`config.mk`:
```
export PLATFORM = sky130hd
export DESIGN_NAME = exn_port
export DESIGN_NICKNAME = d
export VERILOG_FILES = /design/src/rtl/exn_pkg.sv /design/src/rtl/exn_msg_buf.sv /design/src/rtl/exn_ring_parse.sv /design/src/rtl/exn_conn_track.sv /design/src/rtl/exn_port.sv
export SDC_FILE = /design/constraint.sdc
export NUM_CORES = 1
export LEC_CHECK = 0
export BUFFER_PORTS_ARGS = -buffer_cell sky130_fd_sc_hd__buf_4
export CAP_MARGIN = 20
export CORE_ASPECT_RATIO = 1.2
export CORE_MARGIN = 1
export CORE_UTILIZATION = 45
export CTS_BUF_LIST = sky130_fd_sc_hd__clkbuf_4
export CTS_CLUSTER_SIZE = 30
export DETAILED_ROUTE_END_ITERATION = 10
export SLEW_MARGIN = 20
export SYNTH_ARGS = -nofsm -noshare
export SYNTH_HDL_FRONTEND = slang
export SYNTH_HIERARCHICAL = 1
export SYNTH_SLANG_ARGS = --single-unit
```
`constraint.sdc`:
```
create_clock -name clk -period 6.65 [get_ports clk]
set_input_delay 0.3325 -clock clk [delete_from_list [all_inputs] [get_ports clk]]
set_output_delay 0.3325 -clock clk [all_outputs]
set_load 0.02 [all_outputs]
```
`src/rtl/exn_pkg.sv`:
```
package exn_pkg;

    typedef enum logic [1:0] {
        CS_INACTIVE = 2'd0,
        CS_PENDING  = 2'd1,
        CS_ACTIVE   = 2'd2
    } conn_e;

    typedef enum logic [2:0] {
        PH_IDLE     = 3'd0,
        PH_XB       = 3'd1,
        PH_RING     = 3'd2,
        PH_RING_ACT = 3'd3,
        PH_LOC      = 3'd4,
        PH_LOC_DEC  = 3'd5,
        PH_REQ      = 3'd6,
        PH_SEND     = 3'd7
    } phase_e;

    localparam logic [7:0] TOK_REQ  = 8'h01;
    localparam logic [7:0] TOK_ACK  = 8'h02;
    localparam logic [7:0] TOK_REL  = 8'h03;
    localparam logic [7:0] NIL_NODE = 8'hFF;

endpackage

```
`src/rtl/exn_msg_buf.sv`:
```
module exn_msg_buf #(
    parameter int DEPTH = 16,
    parameter int AW    = $clog2(DEPTH)
) (
    input  logic          clk,
    input  logic          we,
    input  logic [AW-1:0] waddr,
    input  logic [7:0]    wdata,
    input  logic [AW-1:0] raddr,
    output logic [7:0]    rdata
);

    logic [7:0] mem_q [DEPTH];

    always_ff @(posedge clk) begin
        if (we) begin
            mem_q[waddr] <= wdata;
        end
    end

    assign rdata = mem_q[raddr];

    // stores never land outside the message buffer
    always_ff @(posedge clk) begin
        if (we) begin
            p_waddr_in_range_r7: assert (int'(waddr) < DEPTH)
                else $error("buffer write outside depth");
        end
    end

endmodule

```
`src/rtl/exn_ring_parse.sv`:
```
module exn_ring_parse
    import exn_pkg::*;
(
    input  logic       clk,
    input  logic       rst_n,
    input  logic       stb_i,
    input  logic [7:0] byte_i,
    output logic       last_o,
    output logic [7:0] tok_o,
    output logic [7:0] a1_o,
    output logic [7:0] a2_o,
    output logic [7:0] src_o,
    output logic [7:0] dst_o
);

    typedef struct packed {
        logic [2:0] idx;
        logic [7:0] tok;
        logic [7:0] a1;
        logic [7:0] a2;
        logic [7:0] src;
        logic [7:0] dst;
    } parse_t;

    parse_t q, d;
    logic [7:0] cur_tok;
    logic [2:0] pkt_len;

    always_comb begin
        d       = q;
        cur_tok = (q.idx == 3'd0) ? byte_i : q.tok;
        case (cur_tok)
            TOK_REL:          pkt_len = 3'd5;
            TOK_REQ, TOK_ACK: pkt_len = 3'd3;
            default:          pkt_len = 3'd1;
        endcase
        last_o = (q.idx == pkt_len - 3'd1);
        if (stb_i) begin
            if (q.idx == 3'd0) begin
                d.tok = byte_i;
            end
            if (cur_tok == TOK_REL) begin
                case (q.idx)
                    3'd1:    d.a1  = byte_i;
                    3'd2:    d.a2  = byte_i;
                    3'd3:    d.src = byte_i;
                    3'd4:    d.dst = byte_i;
                    default: ;
                endcase
            end else begin
                case (q.idx)
                    3'd1:    d.src = byte_i;
                    3'd2:    d.dst = byte_i;
                    default: ;
                endcase
            end
            d.idx = last_o ? 3'd0 : q.idx + 3'd1;
        end
    end

    always_ff @(posedge clk) begin
        if (!rst_n) begin
            q <= '0;
        end else begin
            q <= d;
        end
    end

    assign tok_o = q.tok;
    assign a1_o  = q.a1;
    assign a2_o  = q.a2;
    assign src_o = q.src;
    assign dst_o = q.dst;

    // a release token never closes its packet on the first byte
    p_rel_not_short_r4: assert property (@(posedge clk) disable iff (!rst_n)
        stb_i && q.idx == 3'd0 && byte_i == TOK_REL |-> !last_o);

    // after a closing byte the next packet starts at its token
    p_restart_r4: assert property (@(posedge clk) disable iff (!rst_n)
        stb_i && last_o |=> q.idx == 3'd0);

endmodule

```
`src/rtl/exn_conn_track.sv`:
```
module exn_conn_track
    import exn_pkg::*;
#(
    parameter int           IDW = 5,
    parameter logic [IDW-1:0] ID = '0
) (
    input  logic       clk,
    input  logic       rst_n,
    input  logic       ev_i,
    input  logic [7:0] tok_i,
    input  logic [7:0] a1_i,
    input  logic [7:0] a2_i,
    input  logic [7:0] src_i,
    input  logic [7:0] dst_i,
    input  logic       go_pend_i,
    output conn_e      st_o,
    output logic [7:0] partner_o,
    output logic       fire_o
);

    localparam logic [7:0] OWN = 8'(ID);

    typedef struct packed {
        conn_e      st;
        logic [7:0] partner;
    } trk_t;

    trk_t q, d;
    logic names_me;
    logic keeps_path;

    always_comb begin
        d          = q;
        fire_o     = 1'b0;
        names_me   = (a1_i == OWN) || (a2_i == OWN) || (dst_i == OWN);
        keeps_path = (src_i == q.partner) && (dst_i == OWN);
        if (ev_i) begin
            if (tok_i == TOK_REL) begin
                if (q.st == CS_ACTIVE && names_me && !keeps_path) begin
                    d.st = CS_INACTIVE;
                end
            end else if (tok_i == TOK_ACK) begin
                if (q.st == CS_INACTIVE && dst_i == OWN) begin
                    d.st      = CS_ACTIVE;
                    d.partner = src_i;
                end else if (q.st == CS_PENDING && src_i == OWN) begin
                    fire_o    = 1'b1;
                    d.st      = CS_ACTIVE;
                    d.partner = dst_i;
                end
            end
        end else if (go_pend_i) begin
            d.st = CS_PENDING;
        end
    end

    always_ff @(posedge clk) begin
        if (!rst_n) begin
            q.st      <= CS_INACTIVE;
            q.partner <= NIL_NODE;
        end else begin
            q <= d;
        end
    end

    assign st_o      = q.st;
    assign partner_o = q.partner;

    // pending is left only through an acknowledge of this port's request
    p_pend_hold_r6: assert property (@(posedge clk) disable iff (!rst_n)
        q.st == CS_PENDING && !(ev_i && tok_i == TOK_ACK && src_i == OWN)
        |=> q.st == CS_PENDING);

    // a release never raises a port that is not active
    p_rel_no_wake_r8: assert property (@(posedge clk) disable iff (!rst_n)
        ev_i && tok_i == TOK_REL && q.st != CS_ACTIVE |=> q.st == $past(q.st));

    // an acknowledge addressed here wakes an inactive port toward its sender
    p_ack_partner_r9: assert property (@(posedge clk) disable iff (!rst_n)
        ev_i && tok_i == TOK_ACK && q.st == CS_INACTIVE && dst_i == OWN
        |=> q.st == CS_ACTIVE && q.partner == $past(src_i));

    // own request acknowledged moves to active toward the destination
    p_own_ack_r10: assert property (@(posedge clk) disable iff (!rst_n)
        ev_i && tok_i == TOK_ACK && q.st == CS_PENDING && src_i == OWN
        |=> q.st == CS_ACTIVE && q.partner == $past(dst_i));

    // requests and unknown tokens have no effect on the tracker
    p_other_keep_r11: assert property (@(posedge clk) disable iff (!rst_n)
        ev_i && tok_i != TOK_REL && tok_i != TOK_ACK
        |=> q.st == $past(q.st) && q.partner == $past(q.partner));

endmodule

```
`src/rtl/exn_port.sv`:
```
module exn_port
    import exn_pkg::*;
#(
    parameter int             IDW     = 5,
    parameter logic [IDW-1:0] ID      = 5'd6,
    parameter int             MSG_MAX = 16
) (
    input  logic       clk,
    input  logic       rst_n,
    input  logic       ring_in_valid,
    output logic       ring_in_ready,
    input  logic [7:0] ring_in_data,
    output logic       ring_out_valid,
    input  logic       ring_out_ready,
    output logic [7:0] ring_out_data,
    input  logic       loc_in_valid,
    output logic       loc_in_ready,
    input  logic [7:0] loc_in_data,
    output logic       loc_out_valid,
    input  logic       loc_out_ready,
    output logic [7:0] loc_out_data,
    input  logic       xb_in_valid,
    output logic       xb_in_ready,
    input  logic [7:0] xb_in_data,
    output logic       xb_out_valid,
    input  logic       xb_out_ready,
    output logic [7:0] xb_out_data
);

    localparam int         AW  = (MSG_MAX > 1) ? $clog2(MSG_MAX) : 1;
    localparam int         LW  = $clog2(MSG_MAX + 1);
    localparam logic [7:0] OWN = 8'(ID);

    typedef struct packed {
        phase_e      ph;
        logic [8:0]  idx;
        logic [7:0]  len;
        logic [7:0]  dest;
        logic [LW-1:0] slen;
    } seq_t;

    seq_t q, d;

    logic          ring_stb;
    logic          ring_last;
    logic [7:0]    pk_tok, pk_a1, pk_a2, pk_src, pk_dst;
    logic          ev;
    logic          go_pend;
    logic          fire;
    conn_e         cst;
    logic [7:0]    partner;
    logic          buf_we;
    logic [AW-1:0] buf_waddr;
    logic [AW-1:0] buf_raddr;
    logic [7:0]    buf_rdata;
    logic          xb_hs, loc_hs;
    logic          xb_last, loc_last;

    exn_ring_parse u_parse (
        .clk    (clk),
        .rst_n  (rst_n),
        .stb_i  (ring_stb),
        .byte_i (ring_in_data),
        .last_o (ring_last),
        .tok_o  (pk_tok),
        .a1_o   (pk_a1),
        .a2_o   (pk_a2),
        .src_o  (pk_src),
        .dst_o  (pk_dst)
    );

    exn_conn_track #(.IDW(IDW), .ID(ID)) u_track (
        .clk       (clk),
        .rst_n     (rst_n),
        .ev_i      (ev),
        .tok_i     (pk_tok),
        .a1_i      (pk_a1),
        .a2_i      (pk_a2),
        .src_i     (pk_src),
        .dst_i     (pk_dst),
        .go_pend_i (go_pend),
        .st_o      (cst),
        .partner_o (partner),
        .fire_o    (fire)
    );

    exn_msg_buf #(.DEPTH(MSG_MAX), .AW(AW)) u_buf (
        .clk   (clk),
        .we    (buf_we),
        .waddr (buf_waddr),
        .wdata (loc_in_data),
        .raddr (buf_raddr),
        .rdata (buf_rdata)
    );

    // Message framing: byte 1 is the length, the last payload byte closes it
    assign xb_last  = (q.idx == 9'd1 && xb_in_data == 8'd0) ||
                      (q.idx >= 9'd2 && q.idx == {1'b0, q.len} + 9'd1);
    assign loc_last = (q.idx == 9'd1 && loc_in_data == 8'd0) ||
                      (q.idx >= 9'd2 && q.idx == {1'b0, q.len} + 9'd1);

    always_comb begin
        d              = q;
        ring_in_ready  = 1'b0;
        ring_out_valid = 1'b0;
        ring_out_data  = 8'h00;
        loc_in_ready   = 1'b0;
        loc_out_valid  = 1'b0;
        loc_out_data   = 8'h00;
        xb_in_ready    = 1'b0;
        xb_out_valid   = 1'b0;
        xb_out_data    = 8'h00;
        ring_stb       = 1'b0;
        ev             = 1'b0;
        go_pend        = 1'b0;
        buf_we         = 1'b0;
        buf_waddr      = AW'(q.idx - 9'd2);
        buf_raddr      = AW'(q.idx - 9'd2);
        xb_hs          = 1'b0;
        loc_hs         = 1'b0;

        case (q.ph)
            PH_IDLE: begin
                d.idx = 9'd0;
                if (xb_in_valid) begin
                    d.ph = PH_XB;
                end else if (ring_in_valid) begin
                    d.ph = PH_RING;
                end else if (loc_in_valid && cst != CS_PENDING) begin
                    d.ph = PH_LOC;
                end
            end

            PH_XB: begin
                loc_out_valid = xb_in_valid;
                loc_out_data  = xb_in_data;
                xb_in_ready   = loc_out_ready;
                xb_hs         = xb_in_valid && loc_out_ready;
                if (xb_hs) begin
                    if (q.idx == 9'd1) begin
                        d.len = xb_in_data;
                    end
                    if (xb_last) begin
                        d.ph  = PH_IDLE;
                        d.idx = 9'd0;
                    end else begin
                        d.idx = q.idx + 9'd1;
                    end
                end
            end

            PH_RING: begin
                ring_out_valid = ring_in_valid;
                ring_out_data  = ring_in_data;
                ring_in_ready  = ring_out_ready;
                ring_stb       = ring_in_valid && ring_out_ready;
                if (ring_stb && ring_last) begin
                    d.ph = PH_RING_ACT;
                end
            end

            PH_RING_ACT: begin
                ev    = 1'b1;
                d.idx = 9'd0;
                d.ph  = fire ? PH_SEND : PH_IDLE;
            end

            PH_LOC: begin
                loc_in_ready = 1'b1;
                loc_hs       = loc_in_valid;
                if (loc_hs) begin
                    if (q.idx == 9'd0) begin
                        d.dest = loc_in_data;
                    end
                    if (q.idx == 9'd1) begin
                        d.len  = loc_in_data;
                        d.slen = (loc_in_data > 8'(MSG_MAX)) ? LW'(MSG_MAX)
                                                             : LW'(loc_in_data);
                    end
                    if (q.idx >= 9'd2 && (q.idx - 9'd2) < 9'(MSG_MAX)) begin
                        buf_we = 1'b1;
                    end
                    if (loc_last) begin
                        d.ph  = PH_LOC_DEC;
                        d.idx = 9'd0;
                    end else begin
                        d.idx = q.idx + 9'd1;
                    end
                end
            end

            PH_LOC_DEC: begin
                d.idx = 9'd0;
                if (cst == CS_ACTIVE && q.dest == partner) begin
                    d.ph = PH_SEND;
                end else begin
                    go_pend = 1'b1;
                    d.ph    = PH_REQ;
                end
            end

            PH_REQ: begin
                ring_out_valid = 1'b1;
                case (q.idx)
                    9'd0:    ring_out_data = TOK_REQ;
                    9'd1:    ring_out_data = OWN;
                    default: ring_out_data = q.dest;
                endcase
                if (ring_out_ready) begin
                    if (q.idx == 9'd2) begin
                        d.ph  = PH_IDLE;
                        d.idx = 9'd0;
                    end else begin
                        d.idx = q.idx + 9'd1;
                    end
                end
            end

            PH_SEND: begin
                xb_out_valid = 1'b1;
                case (q.idx)
                    9'd0:    xb_out_data = OWN;
                    9'd1:    xb_out_data = 8'(q.slen);
                    default: xb_out_data = buf_rdata;
                endcase
                if (xb_out_ready) begin
                    if (q.idx == {{(9-LW){1'b0}}, q.slen} + 9'd1) begin
                        d.ph  = PH_IDLE;
                        d.idx = 9'd0;
                    end else begin
                        d.idx = q.idx + 9'd1;
                    end
                end
            end

            default: d.ph = PH_IDLE;
        endcase
    end

    always_ff @(posedge clk) begin
        if (!rst_n) begin
            q.ph   <= PH_IDLE;
            q.idx  <= '0;
            q.len  <= '0;
            q.dest <= '0;
            q.slen <= '0;
        end else begin
            q <= d;
        end
    end

    // a waiting crossbar message wins the next arbitration
    p_xb_first_r2: assert property (@(posedge clk) disable iff (!rst_n)
        q.ph == PH_IDLE && xb_in_valid |=> q.ph == PH_XB);

    // local bytes are never taken while a request is outstanding
    p_no_loc_pend_r2: assert property (@(posedge clk) disable iff (!rst_n)
        cst == CS_PENDING |-> !loc_in_ready);

    // a stalled crossbar byte is held until taken
    p_send_hold_r5: assert property (@(posedge clk) disable iff (!rst_n)
        xb_out_valid && !xb_out_ready && q.ph == PH_SEND
        |=> xb_out_valid && $stable(xb_out_data));

    // a stalled request byte is held until taken
    p_req_hold_r6: assert property (@(posedge clk) disable iff (!rst_n)
        ring_out_valid && !ring_out_ready && q.ph == PH_REQ
        |=> ring_out_valid && $stable(ring_out_data));

    // the length sent into the crossbar never exceeds the buffer
    p_len_clamp_r7: assert property (@(posedge clk) disable iff (!rst_n)
        q.ph == PH_SEND && q.idx == 9'd1 |-> xb_out_data <= 8'(MSG_MAX));

    // an acknowledged own request releases the stored message next
    p_fire_send_r10: assert property (@(posedge clk) disable iff (!rst_n)
        ev && fire |=> q.ph == PH_SEND);

endmodule

```
Yosys cells after proc, flatten, opt, wreduce, memory -nomap -nowiden
Memory sizes are Yosys's and may differ from the RTL's.
Index checks and enable logic that the tools add are counted.
- add/subtract/negate cells: 6
- multipliers: 0
- divide/modulo/power cells: 0
- order comparisons: 3
- equal/unequal tests: 47
- shift-type cells: 0
- multiplexer cells: 66
- bitwise logic cells: 1
- reductions and logical operators: 44
- operators by type and width (kind ; count):
    $mux W8 ; 10
    $pmux W8 S2 ; 4
    $pmux W9 S5 ; 1
    $mux W9 ; 4
    $mux W33 ; 1
    $eq A8 B2 Y1 const B ; 4
    $eq A8 B3 Y1 const B ; 4
    $mux W10 ; 3
    $mux W3 ; 10
    $ne A2 B2 Y1 const B ; 13
    $mux W12 ; 2
    $pmux W3 S8 ; 1
    $mux W1 ; 20
    $mux W20 ; 1
    $reduce_and A3 Y1 ; 6
    $eq A8 B8 Y1 ; 2
    $logic_not A8 Y1 ; 2
    $mux W16 ; 1
    $eq A3 B3 Y1 const B ; 5
    $logic_and A1 B1 Y1 ; 14
    $eq A3 B2 Y1 const B ; 4
    $mux W5 ; 2
    $reduce_and A10 Y1 ; 1
    $reduce_and A5 Y1 ; 2
    37 further kinds ; 50
- register bits after elaboration: 86
- bits in latches: 0
- RAM bits: 128
- bits in read-only memories: 0
- bits of input ports: 32
- output and inout port bits: 30
- memories: 1
- memories (name ; depth ; bits a word ; rd ports ; clocked after memory_dff ; write ports ; line ; RTL):
    u_buf.mem_q ; 16 ; 8 ; 1 ; 0 ; 1 ; exn_msg_buf.sv:13 ; logic [7:0] mem_q [DEPTH];

Logic depth before layout (Yosys ltp)
Gate-level depths: netlist (run 1).
- depth after elaboration: 10
- mapped depth: 13

By module
Netlist (run 1), hierarchy kept.
- by module, submodules not included (module ; instances ; cells each ; area an instance (sq um) ; sequential area each (sq um)):
    exn_msg_buf ; 1 ; 221 ; 4987.3 ; 3843.7
    exn_port ; 1 ; 387 ; 2889.0 ; 660.6
    exn_ring_parse ; 1 ; 240 ; 2288.4 ; 860.8
    exn_conn_track ; 1 ; 78 ; 709.4 ; 200.2

Worst setup path after synthesis (run 1)
OpenSTA, ideal clock, no wires.
- path type: register to register
- start: reg, netlist name q[32]
- end: mem u_buf.mem_q[0][0] (enable)
- setup time: 383 ps
- arrival: 2582 ps
- required time: 6267 ps
- path slack: 3685 ps
- stages on the path, launching flop included: 11
- buffers on the path: 3
- period minus slack after synthesis: 2965 ps
- cell sequence: dfxtp_1 buf_4 inv_2 or3_1 buf_2 inv_2 and2_1 buf_2 and4_1 or3b_2 nor3_1
- RTL lines (element ; line):
    end: declaration ; exn_msg_buf.sv:13

==> impl_metrics.py, run 1 <==
metrics = {
    "status": {
        "outcome": "finished clean",
    },
    "logic_synthesis": {
        "synthFlopType": "edfxtp_1",
        "synth_top_area_share_pct": 35.3,
        "synthMuxAreaShare_pct": 11.2,
        "yosys.area.top_type": "edfxtp_1",
        "synth_seq_cells": 214,
        "synth.area.top_cells": "edfxtp_1 (35%), dfxtp_1 (16%), mux2i_1 (3.8%), mux4_2 (3.7%), mux4_1 (3.4%)",
        "synth-xor-area-share_pct": 2.82,
        "synth-compound-area-share_pct": 10.4,
        "syn_avg_cell_area_sq_um": 11.7,
        "synth_top_family_by_area": "simple AND/OR/NAND/NOR gates",
        "syn_area_sq_um": 10900,
        "synth_warnings": 6,
        "synth.net_count": 971,
        "ys_async_sr_fraction_pct": 0,
        "synth_fa_ha_area_share_pct": 1.50,
        "netlist_instances": 926,
        "ys_types": 84,
        "seq_area_frac_synth_pct": 51.2,
        "synth-edff-count": 128,
        "synthSimpleGateAreaFrac_pct": 16.4,
    },
    "timing": {
        "worstMarginPinSlew_ns": 0.997,
        "timing.final.ws_setup_ns": 2.67,
        "finalSetupViolations": 0,
        "period_needed_ns": 3.98,
        "finalCritPeriodShare_pct": 59.9,
        "max_freq_ghz": 0.251,
        "maxSlewHeadroom_pct": 33.0,
        "fin_setup_tns_ns": 0,
        "slew_viol_final": 0,
        "finalHoldViolations": 0,
        "hold_slack_ns": 0.0661,
        "fin_skew_ns": 0.0546,
        "rsz0062_at_grt": "no",
    },
    "pwr": {
        "seqPwrFrac_pct": 44.2,
        "power_switching_mw": 1.03,
        "swShare_pct": 30.9,
        "fin_total_pwr_mw": 3.33,
        "p_leak_nw": 4.50,
        "p_per_area_nw_per_um2": 275,
        "pwr-share-comb_pct": 23.3,
        "clkPwrFrac_pct": 32.5,
        "p_int_mw": 2.30,
        "vdd_drop_max_mv": 0.118,
    },
    "clock_tree": {
        "numCtsBuffers": 54,
        "root_buffer": "clkbuf_4",
        "cts_sinks": 214,
        "cts_tree": "yes",
        "cts_resized": 0,
        "post_cts_buffers": 0,
        "holdBufCountCts": 24,
        "clk_latency_ns": 0.69,
        "h-tree-depth": 2,
        "clk_pin_slew_ns": 0.07,
        "clockBufferDepth": 3,
    },
    "layout": {
        "fin_area_sq_um": 12100,
        "nNetsFinal": 1027,
        "stdcell_count": 1342,
        "fill_cells": 2158,
        "post-route-util_pct": 51.6,
        "drive_gt1_share_pct": 20.3,
        "syn_to_final_growth_pct": 11.2,
    },
    "min_path": {
        "worstHoldEndpoint": "q[15]",
        "hp-class": "input port to flip-flop",
        "whs_path_depth": 3,
        "hp-start": "loc_in_valid",
    },
    "worst_setup_path": {
        "crit_arrival_ns": 3.65,
        "cp-end-kind": "primary output",
        "r2r-start": "q[32]",
        "cp.required_ns": 6.32,
        "r2r_slack_ns": 2.90,
        "worstPathMaxFanout": 44,
        "cp-start-kind": "flip-flop",
        "reg2regPathDepth": 7,
        "r2r_end": "u_buf/mem_q[0][0]",
        "path_class": "flip-flop to primary output",
    },
    "route": {
        "drt_wl_total_um": 25300,
        "drc": 0,
        "viasPerCell": 5.60,
        "drt_iter0_markers": 519,
        "wl_per_cell_um": 18.9,
        "vias": 7516,
        "ant_nets": 0,
        "drt_pass1_iterations": 4,
    },
    "place": {
        "dpl.hpwl_um": 17100,
        "place_congestion": 0.857,
        "dp_slack_ns": 2.91,
        "postPlaceCellArea_sq_um": 11100,
        "io_buffers": 61,
        "place_inst": 1217,
    },
    "die": {
        "ios": 62,
        "dieHeight_um": 172,
        "row_count": 61,
        "die_w_um": 144,
        "initial_utilization_pct": 46.4,
        "dieArea_sq_um": 24800,
        "coreArea_sq_um": 23400,
    },
    "global_route": {
        "grt_pass1_wl_um": 39700,
        "grt_use_total_pct": 21.1,
        "globalRouteOverflowTotal": 0,
        "antenna_found_initial": 1,
        "grt_pass1_vias": 7324,
        "grt_max_degree": 67,
    },
    "flow_run": {
        "maxCapViolations": 0,
    },
}
[worst max-delay path, cell delays in order, from the launching register on]
cell and delay, ns:
dfxtp_1 0.40, inv_1 0.08, buf_4 0.48, ha_1 0.31, xor2_1 0.47, nor2b_1 0.56
a22oi_1 0.18, nand2_1 0.10, nand2_1 0.05, a31oi_1 0.17, buf_4 0.17
[synthesized netlist by cell type (21+ instances only)]
library cell    n
a22oi_1        21
and2_1         21
buf_4          44
inv_1          23
dfxtp_1        86
nand2_1        91
nor2_1         59
edfxtp_1      128
a21oi_1        26
nand3_1        36
mux2i_1        41
xnor2_1        28
nor2b_1        23
[worst max-delay path by stage]
stage	from	endpoint	cells after the start
CTS	q[22]	xb_out_data[2]	10
finish	q[22]	xb_out_data[2]	10
global route	q[22]	xb_out_data[2]	10
global placement	q[32]	u_buf/mem_q[0][3]	7
detailed placement	q[32]	u_buf/mem_q[0][5]	7
floorplan	q[32]	u_buf/mem_q[0][0]	10
[sequential cells by signal, indices dropped and copies added, names as in the netlist]
name	flops
q	33
u_buf/mem_q	128
u_parse/a1_o	8
u_parse/a2_o	8
u_parse/dst_o	8
u_parse/q	3
u_parse/src_o	8
u_parse/tok_o	8
u_track/partner_o	8
u_track/st_o	2
[layout by cell type, fill, tap and decap left out, types with 23 or more instances in the layout]
| cell type | Yosys | final |
|---|---|---|
| xnor2_1 | 28 | 28 |
| edfxtp_1 | 128 | 128 |
| mux2i_1 | 41 | 41 |
| nand3_1 | 36 | 36 |
| dlygate4sd3_1 | 0 | 24 |
| nor2b_1 | 23 | 23 |
| nand2_1 | 91 | 91 |
| buf_4 | 44 | 63 |
| inv_1 | 23 | 23 |
| nor2_1 | 59 | 59 |
| dfxtp_1 | 86 | 85 |
| clkbuf_4 | 0 | 80 |
| a21oi_1 | 26 | 26 |
[power groups by stage]
stage	Sequential, mW	Clock [mW]	Combinational (mW)
after CTS	1.47	1.13	0.779
after global placement	1.50	0	0.768
after global routing	1.47	1.19	0.842
after floorplan	1.48	0	0.580
after detailed placement	1.50	0	0.765
final	1.47	1.08	0.775
[area by class of cell]
cell class | count | area [sq um] | area share, %
clock inverter | 20 | 93.8 | 0.776
clock buffer | 80 | 601 | 4.97
timing repair buffer | 87 | 713 | 5.90
antenna | 1 | 2.50 | 0.0207
inverter | 25 | 93.8 | 0.776
multi-input combinational | 600 | 4620 | 38.2
tap | 315 | 394 | 3.26
sequential | 214 | 5570 | 46.1
[cells by family (layout without fill, tap and decap cells)]
kind of cell    count (synthesis)  count (layout)
simple gates                  326             326
flops                         214             214
compound gates                150             150
buf+inv                       112             212
mux                            76              76
xor+xnor                       35              35
fa+ha+maj                      13              13
other cells                     0               1
[routing by layer]
| layer | wire length [um] | vias up | share of wire, % | global-route usage (%) |
|---|---|---|---|---|
| met5 | 0 | - | 0 | 0 |
| met4 | 569 | 0 | 2.2 | 7.12 |
| met3 | 1250 | 51 | 4.9 | 4.02 |
| met2 | 12900 | 229 | 51 | 36.9 |
| met1 | 10600 | 3646 | 42 | 25.9 |
| li1 | - | 3590 | - | - |
(Power assumes the default switching activity.)
==> run 2, diff against run 1 <==
Clock period 6.65 ns to 3.75 ns, I/O delays scaled along.
==> run 2 against run 1 <==
Effect of this change:
- hold slack better by 0.15 ns
- clock skew down 0.013 ns
- first-iteration DRC count is 6.6% lower
- flip-flop and latch count is the same
- critical path depth shrank 1
- total power up 81%
- cell count grew 2.6%
- register-to-register slack worse by 2.3 ns
- critical endpoint is now xb_out_data[1]
- largest power group unchanged
- count of clock-buffer cells in the layout grew 2
- cell area grew 2.4%
- sequential power increased by 78%
- global-route usage rose by 0.82 points
==> impl_metrics.py, run 2 (synthesis results as in run 1) <==
metrics = {
    "timing": {
        "fin_setup_tns_ns": 0,
        "rsz0062_at_grt": "no",
        "slew_viol_final": 0,
        "max_freq_ghz": 0.286,
        "fin_skew_ns": 0.0412,
        "finalCritPeriodShare_pct": 93.2,
        "worstMarginPinSlew_ns": 0.918,
        "finalSetupViolations": 0,
        "hold_slack_ns": 0.219,
        "period_needed_ns": 3.49,
        "maxSlewHeadroom_pct": 38.2,
        "timing.final.ws_setup_ns": 0.255,
        "finalHoldViolations": 0,
    },
    "global_route": {
        "antenna_found_initial": 1,
        "use_met2_pct": 38.1,
        "met3_usage_pct": 3.85,
        "grt_max_degree": 66,
        "busiest_layer": "met2",
        "met1_usage_pct": 27.1,
        "grt_pass1_wl_um": 40900,
        "globalRouteOverflowTotal": 0,
        "grt_use_total_pct": 21.9,
        "grt_pass1_vias": 7496,
    },
    "layout": {
        "final_common_cell": "edfxtp_1",
        "drive_gt1_share_pct": 21.7,
        "largest_registers": "u_buf/mem_q (128), q (33)",
        "top_register": "u_buf/mem_q",
        "post-route-util_pct": 52.8,
        "final_cell_mix": "edfxtp_1 (128), nand2_1 (90), dfxtp_1 (85)",
        "fin_area_sq_um": 12400,
        "syn_to_final_growth_pct": 13.9,
        "nNetsFinal": 1059,
        "largest_register_ff_count": 128,
    },
    "place": {
        "io_buffers": 61,
        "dpl.hpwl_um": 17400,
        "dp_slack_ns": 0.567,
        "place_congestion": 0.827,
        "postPlaceCellArea_sq_um": 11300,
    },
    "die": {
        "row_count": 61,
        "dieHeight_um": 172,
        "ios": 62,
        "die_w_um": 144,
        "dieArea_sq_um": 24800,
        "initial_utilization_pct": 46.4,
        "coreArea_sq_um": 23400,
    },
    "clock_tree": {
        "clk_pin_slew_ns": 0.07,
        "cts_sinks": 214,
        "root_buffer": "clkbuf_4",
        "cts_tree": "yes",
        "clockBufferDepth": 3,
        "h-tree-depth": 2,
        "post_cts_buffers": 0,
        "clk_latency_ns": 0.70,
        "numCtsBuffers": 55,
    },
    "route": {
        "drt_pass1_iterations": 5,
        "drc": 0,
        "ant_nets": 0,
        "wl_per_cell_um": 19.1,
        "drt_iter0_markers": 485,
        "vias": 7601,
        "viasPerCell": 5.52,
        "drt_wl_total_um": 26300,
    },
    "pwr": {
        "p_leak_nw": 4.68,
        "vdd_drop_max_mv": 0.208,
        "p_per_area_nw_per_um2": 487,
    },
    "worst_setup_path": {
        "crit_arrival_ns": 3.31,
        "cp-start-kind": "flip-flop",
        "path_class": "flip-flop to primary output",
        "cp-end-kind": "primary output",
        "crit_path_cell_trace": "inv_1 > ha_1 > xor2_4 > nor2_1 > a22oi_1 > nand2_1 > nor2_1 > nor3_1 > buf_4",
        "cpPeakStageDelay_ns": 0.55,
        "worstPathMaxFanout": 10,
        "worst_path_max_delay_cell": "dfxtp_1",
        "cp_common_cell": "nor2_1",
        "cp.required_ns": 3.56,
    },
    "flow_run": {
        "maxCapViolations": 0,
    },
    "min_path": {
        "hp-class": "input port to flip-flop",
    },
    "status": {
        "outcome": "finished clean",
    },
}
-- run 2: changes by cell type in the layout (fill, tap and decap cells not counted), sizes merged --
cell	previous run	this run
clkinvlp	0	2
buf	63	83
inv	27	26
clkbuf	80	82
clkinv	18	19
dlygate4sd3	24	35
-- run 2: path summary, 6_finish.rpt --
check	startpoint	to	slack, ns	cells after the start
setup reg to reg	u_parse/q[41]	q[31]	0.59	12
hold reg to reg	u_parse/tok_o[5]	u_parse/tok_o[5]	0.50	2
hold / removal	loc_in_valid	q[30]	0.22	6
setup / recovery	q[23]	xb_out_data[1]	0.26	9
-- run 2: power by group --
group | switching [mW] | total, mW | internal, mW
registers | 0.0861 | 2.61 | 2.52
clock network | 0.990 | 2.00 | 1.01
logic | 0.819 | 1.42 | 0.605
-- run 2: worst max-delay path, delay by kind of cell, from the launching register on --
family | cells | cell delay [ns]
buffers and inverters | 2 | 0.39
DFF | 1 | 0.55
xor gates and xnor gates | 1 | 0.21
AOI/OAI and AO/OA | 1 | 0.23
and+or+nand+nor | 4 | 0.92
adders and majority gates | 1 | 0.31
-- run 2: metal layers --
metal | share of wire [%] | up-vias | wire (um)
met1 | 42 | 3706 | 11000
li1 | - | 3643 | -
met2 | 51 | 209 | 13400
met5 | 0 | - | 0
met4 | 2.3 | 0 | 604
met3 | 4.6 | 43 | 1220
-- run 2: metrics by stage --
stage | total power [mW] | instances
floorplan | 3.65 | 926
detailed placement | 4.04 | 1237
finish | 6.03 | 1377
CTS | 6.10 | 1376
global route | 6.34 | 1377
global placement | 4.03 | 1237
-- run 2: timing repair --
action	in CTS	in global routing
endpoints found under the hold margin	199	0
gates resized for setup	0	5
endpoints found under the setup margin	0	14
hold buffers	35	0
-- run 2: final cells by class --
class                   count  area [sq um]
fillers                  2096         11000
flip-flops and latches    214          5570
multi-input cells         600          4640
repair buffers            118           973
clock buffers              82           616
well taps                 315           394
clock inverters            22          97.6
inverters                  25          93.8
diodes                      1          2.50
